File: config.mk
export PLATFORM = sky130hd
export DESIGN_NAME = mbx_mailbox
export DESIGN_NICKNAME = d
export VERILOG_FILES = /design/src/rtl/mbx_pkg.sv /design/src/rtl/mbx_ring.sv /design/src/rtl/mbx_sticky.sv /design/src/rtl/mbx_link_fsm.sv /design/src/rtl/mbx_mailbox.sv
export SDC_FILE = /design/constraint.sdc
export NUM_CORES = 1
export LEC_CHECK = 0
export BUFFER_PORTS_ARGS = -buffer_cell sky130_fd_sc_hd__buf_2
export CAP_MARGIN = 10
export CORE_MARGIN = 8
export CORE_UTILIZATION = 56
export DETAILED_ROUTE_END_ITERATION = 12
export PLACE_DENSITY = 0.77
export SLEW_MARGIN = 20
export SYNTH_ARGS = -nofsm -noshare
export SYNTH_HDL_FRONTEND = slang
export SYNTH_HIERARCHICAL = 1
export SYNTH_SLANG_ARGS = --single-unit
File: constraint.sdc
create_clock -name clk_i -period 3.8 [get_ports clk_i]
set_input_delay 0.57 -clock clk_i [delete_from_list [all_inputs] [get_ports clk_i]]
set_output_delay 0.57 -clock clk_i [all_outputs]
set_load 0.01 [all_outputs]
File: src/rtl/mbx_pkg.sv
package mbx_pkg;

    // Word addresses on the host register bus
    localparam logic [1:0] WA_TXWIN = 2'd0;
    localparam logic [1:0] WA_HCSR  = 2'd1;
    localparam logic [1:0] WA_RXWIN = 2'd2;
    localparam logic [1:0] WA_PCSR  = 2'd3;

    // Control/status bit positions
    localparam int unsigned CB_IE  = 0;
    localparam int unsigned CB_IS  = 1;
    localparam int unsigned CB_IG  = 2;
    localparam int unsigned CB_RDY = 3;
    localparam int unsigned CB_RST = 4;
    localparam int unsigned CB_OVF = 5;

    // Sticky flag slots
    localparam int unsigned FLG_HOST_IS  = 0;
    localparam int unsigned FLG_PEER_IS  = 1;
    localparam int unsigned FLG_H2P_OVF  = 2;
    localparam int unsigned FLG_P2H_OVF  = 3;
    localparam int unsigned N_FLAGS      = 4;

    typedef enum logic [1:0] {
        LNK_DOWN  = 2'd0,
        LNK_RESET = 2'd1,
        LNK_ARMED = 2'd2,
        LNK_UP    = 2'd3
    } link_state_e;

    typedef struct packed {
        logic [7:0] depth;
        logic [7:0] wptr;
        logic [7:0] rptr;
        logic [7:0] flags;
    } csr_word_t;

endpackage

File: src/rtl/mbx_ring.sv
module mbx_ring #(
    parameter int DATA_W     = 32,
    parameter int DEPTH_LOG2 = 3      // 1..7, so fill fits the 8-bit pointer space
) (
    input  logic              clk_i,
    input  logic              rst_ni,
    input  logic              flush_i,
    input  logic              push_i,
    input  logic [DATA_W-1:0] push_data_i,
    input  logic              pop_i,
    output logic [DATA_W-1:0] head_o,
    output logic [7:0]        wptr_o,
    output logic [7:0]        rptr_o,
    output logic              full_o,
    output logic              empty_o,
    output logic              drop_o
);
    localparam int         DEPTH   = 1 << DEPTH_LOG2;
    localparam int         IDX_W   = DEPTH_LOG2;
    localparam logic [7:0] DEPTH_P = 8'(DEPTH);

    logic [DATA_W-1:0] mem_q [DEPTH];
    logic [7:0]        wptr_q, rptr_q;
    logic [7:0]        fill;
    logic              pop_ok, push_ok;

    always_comb fill = wptr_q - rptr_q;

    assign full_o  = (fill == DEPTH_P);
    assign empty_o = (fill == 8'd0);

    // Pop is judged on the old state; a pop in the same cycle frees room for a push.
    assign pop_ok  = pop_i  & ~flush_i & ~empty_o;
    assign push_ok = push_i & ~flush_i & (~full_o | pop_ok);
    assign drop_o  = push_i & ~flush_i & ~push_ok;

    always_ff @(posedge clk_i or negedge rst_ni) begin
        if (!rst_ni) begin
            wptr_q <= 8'd0;
            rptr_q <= 8'd0;
        end else if (flush_i) begin
            wptr_q <= 8'd0;
            rptr_q <= 8'd0;
        end else begin
            if (push_ok) wptr_q <= wptr_q + 8'd1;
            if (pop_ok)  rptr_q <= rptr_q + 8'd1;
        end
    end

    always_ff @(posedge clk_i or negedge rst_ni) begin
        if (!rst_ni) begin
            for (int i = 0; i < DEPTH; i++) mem_q[i] <= '0;
        end else if (push_ok) begin
            mem_q[wptr_q[IDX_W-1:0]] <= push_data_i;
        end
    end

    assign head_o = empty_o ? '0 : mem_q[rptr_q[IDX_W-1:0]];
    assign wptr_o = wptr_q;
    assign rptr_o = rptr_q;

endmodule

File: src/rtl/mbx_sticky.sv
module mbx_sticky (
    input  logic clk_i,
    input  logic rst_ni,
    input  logic set_i,
    input  logic clr_i,
    output logic q_o
);
    // A set in the same cycle as a clear wins, so no event is lost.
    always_ff @(posedge clk_i or negedge rst_ni) begin
        if (!rst_ni)     q_o <= 1'b0;
        else if (set_i)  q_o <= 1'b1;
        else if (clr_i)  q_o <= 1'b0;
    end
endmodule

File: src/rtl/mbx_link_fsm.sv
module mbx_link_fsm
    import mbx_pkg::*;
(
    input  logic clk_i,
    input  logic rst_ni,
    input  logic csr_wr_i,
    input  logic wr_rst_i,
    input  logic wr_rdy_i,
    input  logic peer_ready_i,
    output logic flush_o,
    output logic ready_o
);
    link_state_e state_q, state_d;

    always_ff @(posedge clk_i or negedge rst_ni) begin
        if (!rst_ni) state_q <= LNK_DOWN;
        else         state_q <= state_d;
    end

    always_comb begin
        state_d = state_q;
        if (csr_wr_i && wr_rst_i) begin
            state_d = LNK_RESET;
        end else begin
            unique case (state_q)
                LNK_DOWN: begin
                    if (csr_wr_i && wr_rdy_i && peer_ready_i) state_d = LNK_UP;
                end
                LNK_RESET: begin
                    if (csr_wr_i)          state_d = LNK_DOWN;
                    else if (peer_ready_i) state_d = LNK_ARMED;
                end
                LNK_ARMED: begin
                    if (csr_wr_i)           state_d = wr_rdy_i ? LNK_UP : LNK_DOWN;
                    else if (!peer_ready_i) state_d = LNK_RESET;
                end
                LNK_UP: begin
                    if (csr_wr_i && !wr_rdy_i) state_d = LNK_DOWN;
                    else if (!peer_ready_i)    state_d = LNK_DOWN;
                end
                default: state_d = LNK_DOWN;
            endcase
        end
    end

    always_comb begin
        flush_o = 1'b0;
        ready_o = 1'b0;
        unique case (state_q)
            LNK_DOWN:  ;
            LNK_RESET: flush_o = 1'b1;
            LNK_ARMED: flush_o = 1'b1;
            LNK_UP:    ready_o = 1'b1;
            default:   ;
        endcase
    end

endmodule

File: src/rtl/mbx_mailbox.sv
module mbx_mailbox
    import mbx_pkg::*;
#(
    parameter int DEPTH_LOG2 = 3
) (
    input  logic        clk_i,
    input  logic        rst_ni,
    input  logic [1:0]  host_addr_i,
    input  logic        host_wr_i,
    input  logic [31:0] host_wdata_i,
    input  logic        host_rd_i,
    output logic [31:0] host_rdata_o,
    output logic        host_irq_o,
    output logic        peer_rst_o,
    input  logic        peer_ready_i,
    input  logic        peer_ie_i,
    input  logic        peer_gen_i,
    input  logic        peer_ack_i,
    output logic        peer_irq_o,
    input  logic        peer_pop_i,
    output logic [31:0] peer_rdata_o,
    output logic        peer_avail_o,
    input  logic        peer_push_i,
    input  logic [31:0] peer_wdata_i,
    output logic        peer_space_o
);
    localparam logic [7:0] DEPTH_F = 8'(1 << DEPTH_LOG2);

    logic        hit_tx_wr, hit_hcsr_wr, hit_rx_rd;
    logic        flush, host_ready;
    logic        ie_q;
    logic [N_FLAGS-1:0] flag_set, flag_clr, flag_q;
    logic        host_is;

    logic [31:0] h2p_head, p2h_head;
    logic [7:0]  h2p_wptr, h2p_rptr, p2h_wptr, p2h_rptr;
    logic        h2p_full, h2p_empty, h2p_drop;
    logic        p2h_full, p2h_empty, p2h_drop;

    csr_word_t   hcsr, pcsr;
    logic [31:0] rd_mux, rdata_q;

    assign hit_tx_wr   = host_wr_i && (host_addr_i == WA_TXWIN);
    assign hit_hcsr_wr = host_wr_i && (host_addr_i == WA_HCSR);
    assign hit_rx_rd   = host_rd_i && (host_addr_i == WA_RXWIN);

    mbx_link_fsm u_link (
        .clk_i        (clk_i),
        .rst_ni       (rst_ni),
        .csr_wr_i     (hit_hcsr_wr),
        .wr_rst_i     (host_wdata_i[CB_RST]),
        .wr_rdy_i     (host_wdata_i[CB_RDY]),
        .peer_ready_i (peer_ready_i),
        .flush_o      (flush),
        .ready_o      (host_ready)
    );

    mbx_ring #(.DATA_W(32), .DEPTH_LOG2(DEPTH_LOG2)) u_h2p (
        .clk_i       (clk_i),
        .rst_ni      (rst_ni),
        .flush_i     (flush),
        .push_i      (hit_tx_wr),
        .push_data_i (host_wdata_i),
        .pop_i       (peer_pop_i),
        .head_o      (h2p_head),
        .wptr_o      (h2p_wptr),
        .rptr_o      (h2p_rptr),
        .full_o      (h2p_full),
        .empty_o     (h2p_empty),
        .drop_o      (h2p_drop)
    );

    mbx_ring #(.DATA_W(32), .DEPTH_LOG2(DEPTH_LOG2)) u_p2h (
        .clk_i       (clk_i),
        .rst_ni      (rst_ni),
        .flush_i     (flush),
        .push_i      (peer_push_i),
        .push_data_i (peer_wdata_i),
        .pop_i       (hit_rx_rd),
        .head_o      (p2h_head),
        .wptr_o      (p2h_wptr),
        .rptr_o      (p2h_rptr),
        .full_o      (p2h_full),
        .empty_o     (p2h_empty),
        .drop_o      (p2h_drop)
    );

    // Sticky event and overflow flags
    always_comb begin
        flag_set[FLG_HOST_IS] = peer_gen_i;
        flag_clr[FLG_HOST_IS] = hit_hcsr_wr && host_wdata_i[CB_IS];
        flag_set[FLG_PEER_IS] = hit_hcsr_wr && host_wdata_i[CB_IG];
        flag_clr[FLG_PEER_IS] = peer_ack_i;
        flag_set[FLG_H2P_OVF] = h2p_drop;
        flag_clr[FLG_H2P_OVF] = (hit_hcsr_wr && host_wdata_i[CB_OVF]) || flush;
        flag_set[FLG_P2H_OVF] = p2h_drop;
        flag_clr[FLG_P2H_OVF] = flush;
    end

    for (genvar g = 0; g < N_FLAGS; g++) begin : g_flag
        mbx_sticky u_flag (
            .clk_i  (clk_i),
            .rst_ni (rst_ni),
            .set_i  (flag_set[g]),
            .clr_i  (flag_clr[g]),
            .q_o    (flag_q[g])
        );
    end

    assign host_is = flag_q[FLG_HOST_IS];

    always_ff @(posedge clk_i or negedge rst_ni) begin
        if (!rst_ni)          ie_q <= 1'b0;
        else if (hit_hcsr_wr) ie_q <= host_wdata_i[CB_IE];
    end

    // Status word assembly
    always_comb begin
        hcsr              = '0;
        hcsr.depth        = DEPTH_F;
        hcsr.wptr         = h2p_wptr;
        hcsr.rptr         = h2p_rptr;
        hcsr.flags[CB_IE] = ie_q;
        hcsr.flags[CB_IS] = host_is;
        hcsr.flags[CB_RDY]= host_ready;
        hcsr.flags[CB_RST]= flush;
        hcsr.flags[CB_OVF]= flag_q[FLG_H2P_OVF];

        pcsr              = '0;
        pcsr.depth        = DEPTH_F;
        pcsr.wptr         = p2h_wptr;
        pcsr.rptr         = p2h_rptr;
        pcsr.flags[CB_IE] = peer_ie_i;
        pcsr.flags[CB_IS] = flag_q[FLG_PEER_IS];
        pcsr.flags[CB_RDY]= peer_ready_i;
        pcsr.flags[CB_RST]= flush;
        pcsr.flags[CB_OVF]= flag_q[FLG_P2H_OVF];
    end

    always_comb begin
        unique case (host_addr_i)
            WA_TXWIN: rd_mux = 32'd0;
            WA_HCSR:  rd_mux = hcsr;
            WA_RXWIN: rd_mux = p2h_head;
            default:  rd_mux = pcsr;
        endcase
    end

    always_ff @(posedge clk_i or negedge rst_ni) begin
        if (!rst_ni)        rdata_q <= 32'd0;
        else if (host_rd_i) rdata_q <= rd_mux;
    end

    assign host_rdata_o = rdata_q;
    assign host_irq_o   = ie_q & host_is;
    assign peer_rst_o   = flush;
    assign peer_irq_o   = flag_q[FLG_PEER_IS] & peer_ie_i;
    assign peer_rdata_o = h2p_head;
    assign peer_avail_o = ~h2p_empty;
    assign peer_space_o = ~p2h_full;

endmodule

==> results_dict.tcl, run 1 <==
set metrics [dict create \
    drv_slew 0 \
    yosys_warnings 6 \
    max_freq_mhz 256.6 \
    synth_top_area_share_pct 52.39 \
    first_global_vias 18510 \
    syn_area_mm2 0.02785 \
    period_share_pct 102.6 \
    critical_path_required_ps 3230 \
    drt-initial-drc-count 1419 \
    synthArstFlopShare_pct 100.0 \
    drc_errors 0 \
    clk_pin_slew_ps 60 \
    clk_path_buf_depth 3 \
    grt_max_degree 133 \
    cp_slowest_stage_delay_ps 490 \
    rows 81 \
    grt_antenna_before_repair 8 \
    skew_ps 32.69 \
    areaGrowthSynthToFinish_pct 14.40 \
    path_class "reg2out" \
    worst_path_dominant_cell_family "compound AO/OA/AOI/OAI gates" \
    start_util_pct 56.77 \
    hold_class "in2reg" \
    die_y_um 239.0 \
    status "complete, but fails checks" \
    port_buffers 144 \
    timing.critical_path.buf_inv 4 \
    vias 17260 \
    hold_viol 0 \
    synth_area_leaders "dfrtp_1 52%, mux2_2 14%, mux4_2 10%, mux2_4 4.9%, mux2_1 2.9%" \
    place_inst 2672 \
    synth_edf_count 0 \
    nets 2184 \
    setup_viol 33 \
    detail-route-antenna-nets 0 \
    cts.sinks 583 \
    chipWidth_um 239.0 \
    routed_wl_um 67670 \
    coreArea_mm2 0.04905 \
    synth.net_count 2027 \
    final.setup.worst_slack_ps -97.01 \
    pwr_density_cell_mw_per_mm2 724.0 \
    seq_area_frac_synth_pct 52.39 \
    cp-start-kind "register" \
    die-area_mm2 0.05712 \
    vias_per_cell 6.158 \
    r2r_setup_slack_ps 50 \
    cp_data_arrival_time_ps 3330 \
    fillers 3523 \
    rsz0062_at_grt "yes" \
    numCtsBuffers 59 \
    p_leak_uw 0.01491 \
    htreeDepth 2 \
    instances_no_fill 2803 \
    gp_routability_congestion 0.8303 \
    place_ws_ps 283.0 \
    synth_cells 1929 \
    io_pins 145 \
    layout.cells.most_common "dfrtp_1" \
    first_pass_iters 5 \
    drv_cap 0 \
    cp_max_fo 6 \
    violations "negative setup slack" \
    cts_tree "done" \
    grt_overflow 0 \
    yosysTopAreaCell "dfrtp_1" \
    syn_area_per_cell_um2 14.44 \
    synthFlopType "dfrtp_1" \
    cts_root_buf "clkbuf_16" \
    insertion_delay_ps 630 \
    ys_ff_latch 583 \
    slowest_stage "a2111o_1" \
    relSlewSlack_pct 28.44 \
    drive_above_1_share_pct 44.75 \
    final_cell_mix "577 x dfrtp_1, 358 x mux2_2, 148 x nand2_1, 136 x buf_2, 128 x mux4_2" \
    grt.total_usage_pct 23.56 \
    drt-wirelength-per-cell_um 24.14 \
    dp_hpwl_um 40520 \
    endpoint_kind "output pin" \
    crit_chain "inv_2, ha_4, nor2b_4, o2111a_1, or3_1, a2111o_1, nor3b_4, buf_6, clkbuf_16, a21oi_1, buf_2" \
    post_synth_num_cell_types 70 \
    fin_crit_ps 3897 \
    worst_pin_slew_ps 1073 \
    max-vdd-ir-drop_mv 0.4414 \
    grt_first_pass_wirelength_um 106300 \
]
[worst paths after layout]
path	from	to	depth (start not counted)
max in group asynchronous	rst_ni	u_p2h/mem_q[100]	3
min in group asynchronous	rst_ni	u_link/state_q[1]	2
setup / recovery	u_h2p/rptr_o[1]	peer_rdata_o[2]	11
hold / removal	peer_gen_i	g_flag[0].u_flag/q_o	2
hold reg to reg	u_h2p/mem_q[189]	u_h2p/mem_q[189]	1
setup reg to reg	u_h2p/rptr_o[1]	u_h2p/mem_q[231]	13
[sequential cells by signal, summed over array words and instances, names as in the netlist]
register           flops
ie_q                   1
u_p2h/rptr_o           8
u_link/state_q         2
u_p2h/wptr_o           8
u_h2p/wptr_o           8
u_h2p/rptr_o           8
host_rdata_o          32
g_flag.u_flag/q_o      4
u_p2h/mem_q          256
u_h2p/mem_q          256
[where the power goes]
part	switching, uW	internal [uW]	total, uW
combinational	4490	4330	8820
clock	2420	3480	5900
sequential	772	7570	8350
total	7680	15400	23100
[cell type report]
cell class	instances	area [um2]	area share [%]
antenna	5	12.51	0.03928
sequential	583	14600	45.84
inverter	50	190.2	0.5970
multi-input combinational	1166	12580	39.50
clock inverter	18	222.7	0.6991
timing repair buffer	226	1638	5.141
clock buffer	91	1777	5.577
tap	664	830.8	2.608
[cell families after synthesis]
| group | synth area share, % |
|---|---|
| AO/OA/AOI/OAI | 3.909 |
| buffers and inverters | 3.262 |
| flip-flops | 52.39 |
| XOR/XNOR | 0.6875 |
| multiplexers | 33.44 |
| adder cells (fa/ha/maj) | 0.9885 |
| AND/OR/NAND/NOR | 5.325 |
[through the flow]
stage                     utilization (%)  hold WS [ps]  total power, uW  cell area, um2  setup TNS [ps]
after floorplan                         -         274.4            13390           27850               0
after global placement              59.90         461.0            15700           29380               0
after detailed placement            59.90         470.7            16010           29380               0
after CTS                           64.24         127.0            22290           31510          -110.8
after global routing                64.93         147.9            24110           31850           -5613
final                               64.94         154.5            23060           31860           -1898
[synth_stat cells, types with 3 or more instances]
| cell type | instances |
|---|---|
| o31ai_1 | 5 |
| nor4_1 | 3 |
| buf_2 | 39 |
| nand2_1 | 148 |
| mux2_1 | 71 |
| buf_1 | 15 |
| o2111a_1 | 3 |
| nand4b_1 | 21 |
| nor2b_1 | 7 |
| nand2b_1 | 3 |
| and2_1 | 4 |
| a21o_1 | 6 |
| nand3b_1 | 6 |
| mux4_2 | 128 |
| dfrtp_1 | 583 |
| inv_1 | 48 |
| a21oi_1 | 91 |
| o21ai_0 | 12 |
| a22o_1 | 10 |
| or4_1 | 8 |
| and3_1 | 4 |
| or3_1 | 9 |
| clkbuf_1 | 44 |
| nand3_1 | 8 |
| mux2i_1 | 23 |
| buf_6 | 17 |
| buf_4 | 15 |
| ha_1 | 22 |
| o221ai_1 | 20 |
| xnor2_1 | 16 |
| nor3_1 | 7 |
| nor2_1 | 30 |
| mux2_2 | 358 |
| xor2_1 | 4 |
| mux2_4 | 91 |
| nand4_1 | 9 |
[layer usage]
metal  routed length [um]  global-route usage (%)
met3                 4197                   4.806
met1                28340                   31.33
met4                 2361                   8.434
met2                32740                   38.38
met5                   35                       0
[repair_timing]
action                                  in CTS  in global routing
cloned                                       2                  4
buffers inserted                             5                  5
hold buffers                                 1                  0
endpoints found under the setup margin      33                 33
gates resized for setup                      5                 46
pin swaps                                    2                  2
endpoints found under the hold margin        8                  0
No activity file was read; power rests on OpenSTA's default activity.
==> inputs of run 2 (changes only) <==
--- a/config.mk
+++ b/config.mk
@@ -14,5 +14,4 @@
 export SLEW_MARGIN = 20
 export SYNTH_ARGS = -nofsm -noshare
 export SYNTH_HDL_FRONTEND = slang
-export SYNTH_HIERARCHICAL = 1
 export SYNTH_SLANG_ARGS = --single-unit
==> results_dict.tcl, run 2 <==
set metrics [dict create \
    start_util_pct 56.39 \
    max_freq_mhz 271.1 \
    violations "negative hold slack" \
    place_inst 2638 \
    insertion_delay_ps 640 \
    layout.cells.most_common "dfrtp_1" \
    synth.net_count 1994 \
    pwr-share-seq_pct 38.5 \
    synth_cells 1895 \
    setup_viol 0 \
    post_synth_num_cell_types 74 \
    fin_crit_ps 3689 \
    first_pass_iters 5 \
    internal_power_uw 15520 \
    cts.sinks 583 \
    worst_pin_slew_ps 1084 \
    r2r_cells 10 \
    routed_wl_um 65430 \
    grt_antenna_before_repair 11 \
    instances_no_fill 2762 \
    synthFlopType "dfrtp_1" \
    hold_viol 7 \
    fillers 3490 \
    areaGrowthSynthToFinish_pct 14.05 \
    hold_buffers 0 \
    critical_path_required_ps 3230 \
    clk_pin_slew_ps 60 \
    syn_area_mm2 0.02749 \
    dp_hpwl_um 40900 \
    cp_max_fo 17 \
    nets 2142 \
    yosys_warnings 0 \
    rows 81 \
    cp-start-kind "register" \
    clk_path_buf_depth 3 \
    synthTopCellsByCount "583 x dfrtp_1, 415 x mux2_2, 128 x mux4_2" \
    detail-route-antenna-nets 0 \
    p_leak_uw 0.01489 \
    chipWidth_um 237.6 \
    r2r_setup_slack_ps 250 \
    utilization_pct 64.32 \
    grt_max_degree 97 \
    p_sw_share_pct 31.50 \
    whs_ps -16.25 \
    port_buffers 144 \
    synth_area_leaders "dfrtp_1 53%, mux2_2 17%, mux4_2 10%, mux2_4 3.3%, nand2_1 1.6%" \
    synth_edf_count 0 \
    ys_ff_latch 583 \
    final_cell_mix "577 x dfrtp_1, 415 x mux2_2, 143 x buf_2, 128 x mux4_2, 119 x nand2_1" \
    path_class "reg2out" \
    first_global_vias 18280 \
    cp_data_arrival_time_ps 3120 \
    coreArea_mm2 0.04875 \
    htreeDepth 2 \
    drt-wirelength-per-cell_um 23.69 \
    power.share.combinational_pct 34.3 \
    pwr_density_cell_mw_per_mm2 722.8 \
    drc_errors 0 \
    vias_per_cell 6.058 \
    endpoint_kind "output pin" \
    drv_slew 0 \
    syn_area_per_cell_um2 14.51 \
    relSlewSlack_pct 27.75 \
    period_share_pct 97.08 \
    die-area_mm2 0.05644 \
    grt_overflow 0 \
    yosysTopAreaCell "dfrtp_1" \
    hold_class "in2async" \
    gp_routability_congestion 0.8470 \
    grt.total_usage_pct 23.41 \
    cts_root_buf "clkbuf_16" \
    p_switching_uw 7139 \
    drv_cap 0 \
    rsz0062_at_grt "yes" \
    final.setup.worst_slack_ps 111.1 \
    vias 16730 \
    skew_ps 29.18 \
    synthArstFlopShare_pct 100.0 \
    grt_first_pass_wirelength_um 104900 \
    seq_area_frac_synth_pct 53.07 \
    drt-initial-drc-count 1228 \
    synth_top_area_share_pct 53.07 \
    cts_tree "done" \
    place_ws_ps 285.8 \
    max-vdd-ir-drop_mv 0.5371 \
    io_pins 145 \
    synth.most_common_cell "dfrtp_1" \
    drive_above_1_share_pct 46.85 \
    clkPwrFrac_pct 27.3 \
    numCtsBuffers 59 \
    status "complete, but fails checks" \
    die_y_um 237.6 \
]
run 2: cell types whose count changed after synthesis, moves of 21 or more:
cell      delta
inv_1       -21
mux2_1      -32
mux2_2      +57
mux2_4      -31
nand2_1     -29
nand4b_1    -21
run 2: repair_timing:
item | CTS | global route
endpoints found under the hold margin | 0 | 0
resized for setup | 8 | 13
endpoints found under the setup margin | 16 | 46
pin swaps | 2 | 2
buffers inserted | 6 | 2
run 2: worst max-delay path: stages, from the launching register on:
cell	delay, ps
dfrtp_1	400
inv_1	90
ha_1	310
or2_2	310
a21o_1	190
o41ai_2	60
mux2i_2	290
buf_4	170
nor3_2	60
buf_4	230
a21oi_4	190
buf_2	170
run 2: power by group through the flow:
stage	clock network (uW)	logic [uW]	registers, uW
after global routing	6550	8380	8880
after floorplan	0	5450	8500
after detailed placement	0	7650	8760
after global placement	0	7440	8640
final	6180	7760	8720
after CTS	6300	7760	8690
run 2: final cells by class:
class                   count  area [um2]  share of cell area (%)
diodes                      4       10.01                 0.03193
clock buffers              85        1744                   5.563
inverters                  29       108.9                  0.3472
clock inverters            27       364.1                   1.161
well taps                 664       830.8                   2.650
repair buffers            217        1445                   4.609
multi-input cells        1153       12250                   39.07
flip-flops and latches    583       14600                   46.57
run 2: per-stage QoR:
stage	total power [uW]	instance area, um2	setup TNS [ps]
finish	22660	31350	0
global route	23810	31350	-650.1
CTS	22750	31270	0
detailed placement	16410	29090	0
global placement	16080	29090	0
floorplan	13950	27490	0
run 2: cells by family (layout without fill, tap and decap cells):
group | count (synthesis) | count (layout) | share of synthesized area, %
multiplexers | 684 | 684 | 33.90
flip-flops | 583 | 583 | 53.07
AND/OR/NAND/NOR | 260 | 260 | 4.574
AO/OA/AOI/OAI | 171 | 171 | 4.101
buffers and inverters | 159 | 358 | 2.804
adder cells (fa/ha/maj) | 23 | 23 | 1.047
XOR/XNOR | 15 | 15 | 0.5052
other | 0 | 4 | 0
run 2: worst paths after layout:
check                                      from                    to
worst min register to register  u_p2h.mem_q[43]       u_p2h.mem_q[43]
min in group clk_i                   peer_gen_i  g_flag[0].u_flag.q_o
worst min-delay path                     rst_ni      u_h2p.mem_q[248]
worst max register to register  u_p2h.wptr_o[3]      u_p2h.mem_q[143]
max in group asynchronous                rst_ni       u_h2p.mem_q[64]
worst max-delay path            u_h2p.rptr_o[4]       peer_rdata_o[3]
run 2: metal layers:
layer,global-route usage [%],wire [um]
met4,6.516,1484
met2,40.70,33390
met5,0,89
met1,29.48,27190
met3,5.038,3282
